[src/rtl/irq_prio_ctrl.sv]
module irq_prio_ctrl #(
  parameter int NSRC = 7,
  parameter int NLVL = 4,
  parameter int DW   = 8,
  parameter int VW   = 8
) (
  input  logic          clk,
  input  logic          rst_n,
  input  logic          cfg_we,
  input  logic [1:0]    cfg_sel,
  input  logic [DW-1:0] cfg_wdata,
  output logic [DW-1:0] cfg_rdata,
  input  logic [NSRC-1:0] src_req,
  input  logic          irq_ack,
  input  logic          irq_ret,
  output logic          irq_req,
  output logic [VW-1:0] irq_vec
);
  localparam int LW  = $clog2(NLVL);
  localparam int IW  = $clog2(NSRC);
  localparam int NGRP = 6;
  localparam logic [DW-1:0] EN0_MASK = DW'(8'h9F);
  localparam logic [DW-1:0] EN1_MASK = DW'(8'h30);
  localparam logic [DW-1:0] PRI_MASK = DW'((1 << NGRP) - 1);

  logic [DW-1:0] en0_q, en1_q, pr0_q, pr1_q;
  logic [NLVL-1:0] isr_q, isr_d;
  logic          req_q;
  logic [VW-1:0] vec_q;
  logic [LW-1:0] lvl_q;

  function automatic logic [VW-1:0] vec_of(input int i);
    if (i < 5) return VW'(8'h03 + 8 * i);
    return VW'(8'h63 + 8 * (i - 5));
  endfunction

  wire glob = en0_q[7];
  wire [NSRC-1:0] src_en = {en1_q[5], en1_q[4], en0_q[4:0]};
  wire [NSRC-1:0] elig = src_req & src_en & {NSRC{glob}};

  logic [LW-1:0] src_lvl [NSRC];
  for (genvar g = 0; g < NSRC; g++) begin : g_lvl
    localparam int GRP = (g < 5) ? g : 5;
    assign src_lvl[g] = LW'({pr1_q[GRP], pr0_q[GRP]});
  end

  logic          cand_vld;
  logic [IW-1:0] cand_idx;
  logic [LW-1:0] cand_lvl;
  always_comb begin
    cand_vld = 1'b0;
    cand_idx = '0;
    cand_lvl = '0;
    for (int l = NLVL - 1; l >= 0; l--)
      for (int i = 0; i < NSRC; i++)
        if (!cand_vld && elig[i] && src_lvl[i] == LW'(l)) begin
          cand_vld = 1'b1;
          cand_idx = IW'(i);
          cand_lvl = LW'(l);
        end
  end

  logic          isr_any;
  logic [LW-1:0] isr_top;
  always_comb begin
    isr_top = '0;
    for (int l = 0; l < NLVL; l++)
      if (isr_q[l]) isr_top = LW'(l);
  end
  assign isr_any = |isr_q;

  wire take = cand_vld && (!isr_any || cand_lvl > isr_top);

  always_comb begin
    isr_d = isr_q;
    if (irq_ret && isr_any) isr_d[isr_top] = 1'b0;
    if (req_q && irq_ack) isr_d[lvl_q] = 1'b1;
  end

  always_ff @(posedge clk) begin
    if (!rst_n) begin
      en0_q <= '0;
      en1_q <= '0;
      pr0_q <= '0;
      pr1_q <= '0;
    end else if (cfg_we) begin
      case (cfg_sel)
        2'd0: en0_q <= cfg_wdata & EN0_MASK;
        2'd1: en1_q <= cfg_wdata & EN1_MASK;
        2'd2: pr0_q <= cfg_wdata & PRI_MASK;
        default: pr1_q <= cfg_wdata & PRI_MASK;
      endcase
    end
  end

  always_ff @(posedge clk) begin
    if (!rst_n) begin
      isr_q <= '0;
      req_q <= 1'b0;
      vec_q <= '0;
      lvl_q <= '0;
    end else begin
      isr_q <= isr_d;
      if (req_q) begin
        if (irq_ack) req_q <= 1'b0;
      end else if (take) begin
        req_q <= 1'b1;
        vec_q <= vec_of(int'(cand_idx));
        lvl_q <= cand_lvl;
      end
    end
  end

  always_comb begin
    case (cfg_sel)
      2'd0: cfg_rdata = en0_q;
      2'd1: cfg_rdata = en1_q;
      2'd2: cfg_rdata = pr0_q;
      default: cfg_rdata = pr1_q;
    endcase
  end

  assign irq_req = req_q;
  assign irq_vec = vec_q;
endmodule

[config.mk]
export PLATFORM = sky130hd
export DESIGN_NAME = irq_prio_ctrl
export DESIGN_NICKNAME = d
export VERILOG_FILES = /design/src/rtl/irq_prio_ctrl.sv
export SDC_FILE = /design/constraint.sdc
export NUM_CORES = 1
export LEC_CHECK = 0
export BUFFER_PORTS_ARGS = -buffer_cell sky130_fd_sc_hd__buf_2
export CAP_MARGIN = 25
export CORE_AREA = 4 4 104 106
export DETAILED_ROUTE_END_ITERATION = 10
export DIE_AREA = 0 0 108 110
export PLACE_DENSITY = 0.43
export SYNTH_ARGS = -nofsm -noshare
export SYNTH_HDL_FRONTEND = slang
export SYNTH_SLANG_ARGS = --single-unit
[constraint.sdc]
create_clock -name clk -period 4.24 [get_ports clk]
set_input_delay 0.212 -clock clk [delete_from_list [all_inputs] [get_ports clk]]
set_output_delay 0.212 -clock clk [all_outputs]
set_load 0.01 [all_outputs]
# Word level (Yosys, flattened, before mapping)
# Cells that the tools add are included.
[word_totals] word_cells=249 output_inout_bits=17 input_bits=22 regBits=35
[classes] reduce_logical=103 addsub=3 n_mux=102 n_lt_le_gt_ge=6 n_eq_ne=20 bitwise_logic=7
[op_table] operator="two-way mux 3 bit" n=25
[op_table] operator="two-way mux 2 bit" n=31
[op_table] operator="logical AND 1 bit" n=60
[op_table] operator="two-way mux 1 bit" n=39
[op_table] operator="zero test 1 bit" n=28
[op_table] operator="== test 2 bit, second input constant" n=13
[op_table] operator="case mux 8 bit (3 select lines)" n=1
[op_table] operator="two-way mux 8 bit" n=2
[op_table] operator="bitwise AND 7 bit" n=2
[op_table] operator="== test 2 x 1 -> 1 bit, second input constant" n=7
[op_table] operator="zero test 2 bit" n=7
[op_table] operator="AND reduction 2 bit" n=5
[op_table] operator="adder 8 x 7 -> 8 bit, first input constant" n=1
[op_table] operator="two-way mux 4 bit" n=2
[op_table] operator="adder 2 x 6 -> 7 bit, first input constant" n=1
[op_table] operator="less-than comparator 2 x 3 -> 1 bit, second input constant" n=2
[op_table] operator="bitwise AND 4 bit" n=1
[op_table] operator="demux 1 bit (select 2 bit)" n=2
[op_table] operator=">= comparator 2 x 1 -> 1 bit, second input constant" n=2
[op_table] operator="inverter 4 bit" n=1
[op_table] operator="OR 4 bit" n=1
[op_table] operator="OR reduction 4 bit" n=1
[op_table] operator="subtractor 3 x 3 -> 4 bit, second input constant" n=1
[op_table] operator="less-than comparator 3 bit, second input constant" n=1
[op_table] operator="4 further kinds" n=5

# Longest topological paths before layout
[logic_depth] ltp_word=119 ltp_mapped=16 ltp_nobuf=14

# Worst setup path after synthesis
# No wires, ideal clock.
[synth_timing] kind="register to register" from="reg en0_q[7]" to="reg vec_q[4], in the netlist irq_vec[4]" stages_incl_launch_ff=15 path_buffers=1 required_time_ns=4.125 setup_time_ns=0.115 arrival_ns=2.698 synth_period_minus_slack_ns=2.814 setup_slack_ns=1.426 path_cell_list="dfxtp_1 buf_6 and4_4 nor4_4 o211ai_1 o31ai_1 a211oi_1 ha_1 nor2b_1 a2bb2oi_1 o21bai_1 a41o_1 nand3_1 nand2_1 a31o_1"
[synth_between] elab_chain_cells=117 elab_cells_between_ends=180 classes_between="add/sub (3); order compare (2); mux (89); bitwise (1); reduce/logical (85)"
[synth_rtl] element="start: declaration" line_no="26" source="logic [DW-1:0] en0_q, en1_q, pr0_q, pr1_q;"
[synth_rtl] element="start signal: assignment" line_no="88" source="2'd0: en0_q <= cfg_wdata & EN0_MASK;"
[synth_rtl] element="bitwise AND 7 bit *" line_no="39" source="wire [NSRC-1:0] elig = src_req & src_en & {NSRC{glob}};"
[synth_rtl] element="parallel branches: the longest is 116 deep, another holds logical AND 1 bit"
[synth_rtl] element="end signal: assignment" line_no="108" source="vec_q <= vec_of(int'(cand_idx));"
[synth_rtl] element="end: declaration" line_no="29" source="logic [VW-1:0] vec_q;"
# Mark *: on every way between the ends. The select of a mux whose other input is x is not followed.
# A chain may end at the register's enable or synchronous reset.

# Worst setup path after layout
[layout_timing] from="reg en0_q[7]" to="reg vec_q[3], in the netlist irq_vec[3]"
# Same word-level chain as after synthesis.

==> metrics.md <==
| Metric | Value |
|---|---|
| CP Launch Type | register |
| Met3 layer wire length in the routed design | 248 um |
| Hold violation total from the final report | 0 |
| Final antenna diode count | 0 |
| Detailed router's first-iteration violation count | 77 |
| Detailed-routing wirelength on met1 | 3160 um |
| Final ANT Viol Nets | 0 |
| Number of buffer cells added on primary ports | 35 |
| Leakage dissipation | 1.15 nW |
| Largest net degree at the start of global routing | 31 |
| Longest individual stage delay on the worst path | 0.75 ns |
| Clk root buf | sky130_fd_sc_hd__clkbuf_8 |
| Mean cell area of the mapped netlist | 8.30 sq um |
| Post-layout worst setup margin | 0.548 ns |
| Cell with the largest stage delay on the worst path | sky130_fd_sc_hd__dfxtp_1 |
| Cells after Synth | 278 |
| Number of buffers on the longest clock path | 2 |
| Area delta synth->final | 16.0% |
| Cell total after placement | 430 |
| Setup slack at placement | 0.638 ns |
| Arrival time of data at the critical path endpoint | 3.89 ns |
| Number of cells traversed by the worst hold path | 3 |
| Count of max-cap constraint violations | 0 |
| Standard cell area after detailed placement | 2560 sq um |
| Primary flip-flop cell chosen by synthesis mapping | sky130_fd_sc_hd__dfxtp_1 |
| Die Area | 11900 sq um |
| Time the final worst path needs with I/O delays and setup | 3.69 ns |
| CP top delay family | compound AO/OA/AOI/OAI gates |
| Total non-filler cell area in the finished layout | 2680 sq um |
| CTS tree | done |
| Routability congestion estimate | 0.783 |
| Power density over cell area | 235 nW/um^2 |
| # setup viols final | 0 |
| Share of synthesized flip-flops with an asynchronous set or reset | 0 |
| Slack of the worst reg-to-reg path | 0.55 ns |
| Critical path class | register to register |
| Via count | 2218 |
| Hold-fix buffer count after cts | 0 |
| Slew Viols, Final | 0 |
| DRC violation count after routing | 0 |
| Worst slew margin relative to its limit | 0.566 |
| Number of global-route vias before repair | 2208 |
| Post-CTS resize count | 0 |
| Final clock period utilization by the worst path | 0.871 |
| Die span in x | 108 um |
| RSZ-0062 raised after global routing | false |
| Yosys synthesis warning count | 0 |
| Number of cells on the worst reg-to-reg path | 12 |
| Count of flip-flops with a built-in enable after synthesis | 0 |
| Total global routing track utilization | 0.119 |
| Routed Wire Length | 6650 um |
| IR Drop Worst-Case VDD | 101 uV |
| Worst hold-check path type | input pin to register |
| Fraction of final layout cells with drive strength greater than 1 | 0.209 |
| Layout net count | 332 |
| Clock latency reported for the late side of the worst-skew pair | 0.29 ns |
| I/O pin cnt | 39 |
| TNS Setup | 0 ns |
| Final cell count without fillers | 439 |
| First-pass GRT wire length | 11300 um |
| Post-CTS clock slew at the launch and capture registers of the worst setup and hold paths | 0.08 ns |
| Run status | finished clean |
| Element type at the critical path end | register |
| Std-Cell Core Area | 9770 sq um |
| Critical-path cell list | inv_1 -> nor3_1 -> and4_4 -> nor2_1 -> a211oi_1 -> ha_1 -> a2bb2oi_1 -> o21bai_1 -> a41oi_4 -> nand2_1 -> a31o_1 -> o311ai_2 |
| Worst path required time | 4.44 ns |
| Transition time of the tightest slew-check pin | 0.642 ns |
| Routed met2 length | 3170 um |
| Fill cell total of the finished layout | 1084 |
| Standard-cell row count | 36 |
| Initial cell density of the core | 0.236 |
| Top Layer Used | met4 |
| WL per Instance | 15.1 um |
| Number of post-CTS setup repair buffers | 0 |
| H-tree Lvls | 2 |
| Number of iterations in the first detailed-routing pass | 4 |
| Per-cell via count in the routed design | 5.05 |
| Total stage count of the critical path | 12 |
| CTS buffer count | 5 |
| Highest clock rate | 271 MHz |
| Count of unique library cells instantiated by Yosys | 63 |
| Sinks on the clock net | 33 |
| Register bit total from synthesis | 33 |
| Die height | 110 um |
| Total standard cell area after synthesis | 2310 sq um |
| Sequential area share after synthesis | 0.286 |
| Worst clock skew | 0.00797 ns |
| Antenna violations before repair | 0 |
| Util after Layout | 0.274 |
| DP HPWL | 5110 um |
| Remaining Overflow, GRT | 0 |
| Buf/Inv on CP | 1 |
| Maximum fanout encountered on the critical timing path | 21 |
## per-layer routing
metal  track usage  vias up
li1              -     1089
met1         0.153     1074
met2         0.206       48
met3        0.0227        7
met4        0.0298        0
met5             0        -
## cells in the final DEF (no fill, tap or decap), types with 4 or more instances in the layout
master	synthesis	final
sky130_fd_sc_hd__a21oi_1	17	17
sky130_fd_sc_hd__nand4_1	7	7
sky130_fd_sc_hd__nor2_1	28	28
sky130_fd_sc_hd__o21ai_0	4	4
sky130_fd_sc_hd__ha_1	5	5
sky130_fd_sc_hd__inv_1	11	11
sky130_fd_sc_hd__nor3_1	5	5
sky130_fd_sc_hd__o31ai_1	4	4
sky130_fd_sc_hd__dfxtp_1	33	33
sky130_fd_sc_hd__mux2i_1	12	12
sky130_fd_sc_hd__and4b_1	4	4
sky130_fd_sc_hd__a31oi_1	4	4
sky130_fd_sc_hd__nand2_1	34	34
sky130_fd_sc_hd__mux2_2	4	4
sky130_fd_sc_hd__a22o_1	7	7
sky130_fd_sc_hd__nand3_1	15	15
sky130_fd_sc_hd__buf_2	3	35
sky130_fd_sc_hd__clkbuf_8	0	5
## cells in the mapped netlist (all sizes together), types with 2 or more instances
cell	number	area, sq um
a211oi	3	27.5
a21oi	17	85.1
a22o	7	61.3
a22oi	4	35.0
a31o	2	17.5
a31oi	4	25.0
a32oi	4	53.8
a41oi	2	36.3
and2	2	12.5
and3	4	30.0
and4	6	60.1
and4b	4	40.0
buf	8	56.3
clkbuf	9	33.8
dfxtp	33	661
ha	5	62.6
inv	11	41.3
mux2	4	45.0
mux2i	12	120
nand2	34	128
nand2b	3	18.8
nand3	16	85.1
nand4	7	43.8
nand4b	4	41.3
nand4bb	2	22.5
nor2	28	105
nor2b	2	12.5
nor3	6	35.0
nor4	6	73.8
nor4b	2	17.5
o21a	3	22.5
o21ai	4	20.0
o311ai	2	25.0
o31ai	4	30.0
## through the flow
step	hold slack [ns]	total power, W
after floorplan	0.330	0.000372
after global placement	0.443	0.000397
after detailed placement	0.446	0.000397
after CTS	0.149	0.000640
after global routing	0.142	0.000666
final	0.162	0.000630
## state kept, by name, summed over array words and instances (netlist names)
signal / count
isr_q: 4
irq_vec: 6
irq_req: 1
pr1_q: 6
pr0_q: 6
en0_q: 6
en1_q: 2
lvl_q: 2
## cell families (layout without fill, tap and decap cells)
logic type,count (synthesis),after routing,share of synthesized area
simple gates,130,130,0.327
compound gates,63,63,0.216
buf+inv,28,55,0.0569
fa+ha+maj,5,5,0.0271
other cells,1,2,0.00162
mux,17,17,0.0813
xor+xnor,1,1,0.00379
flops,33,33,0.286
## final timing paths
| check | start | end |
|---|---|---|
| worst min register to register | irq_vec[7] | irq_vec[7] |
| worst min-delay path | cfg_wdata[7] | en0_q[7] |
| worst max register to register | en0_q[7] | irq_vec[3] |
| worst max-delay path | en0_q[7] | irq_vec[3] |
## report_power, final
part / switching, W / leakage [nW] / internal [W]
registers: 0.0000133 / 0.267 / 0.000317
clock network: 0.000125 / 0.0439 / 0.000113
logic: 0.0000359 / 0.837 / 0.0000265
total: 0.000174 / 1.15 / 0.000457
## area by class of cell
class / instances / area, sq um / area share
clock buffers: 5 / 68.8 / 0.0257
clock inverters: 3 / 17.5 / 0.00654
inverters: 11 / 41.3 / 0.0154
multi-input cells: 218 / 1520 / 0.568
flip-flops and latches: 33 / 661 / 0.247
well taps: 133 / 166 / 0.0621
repair buffers: 36 / 203 / 0.0757
## worst reg2reg max path, cell delays in order, from the launching register on
cell	delay (ns)
sky130_fd_sc_hd__dfxtp_1	0.75
sky130_fd_sc_hd__inv_1	0.20
sky130_fd_sc_hd__nor3_1	0.43
sky130_fd_sc_hd__and4_4	0.33
sky130_fd_sc_hd__nor2_1	0.11
sky130_fd_sc_hd__a211oi_1	0.41
sky130_fd_sc_hd__ha_1	0.30
sky130_fd_sc_hd__a2bb2oi_1	0.16
sky130_fd_sc_hd__o21bai_1	0.17
sky130_fd_sc_hd__a41oi_4	0.36
sky130_fd_sc_hd__nand2_1	0.10
sky130_fd_sc_hd__a31o_1	0.22
sky130_fd_sc_hd__o311ai_2	0.07
Note: power is estimated with default switching activity, not from simulation.
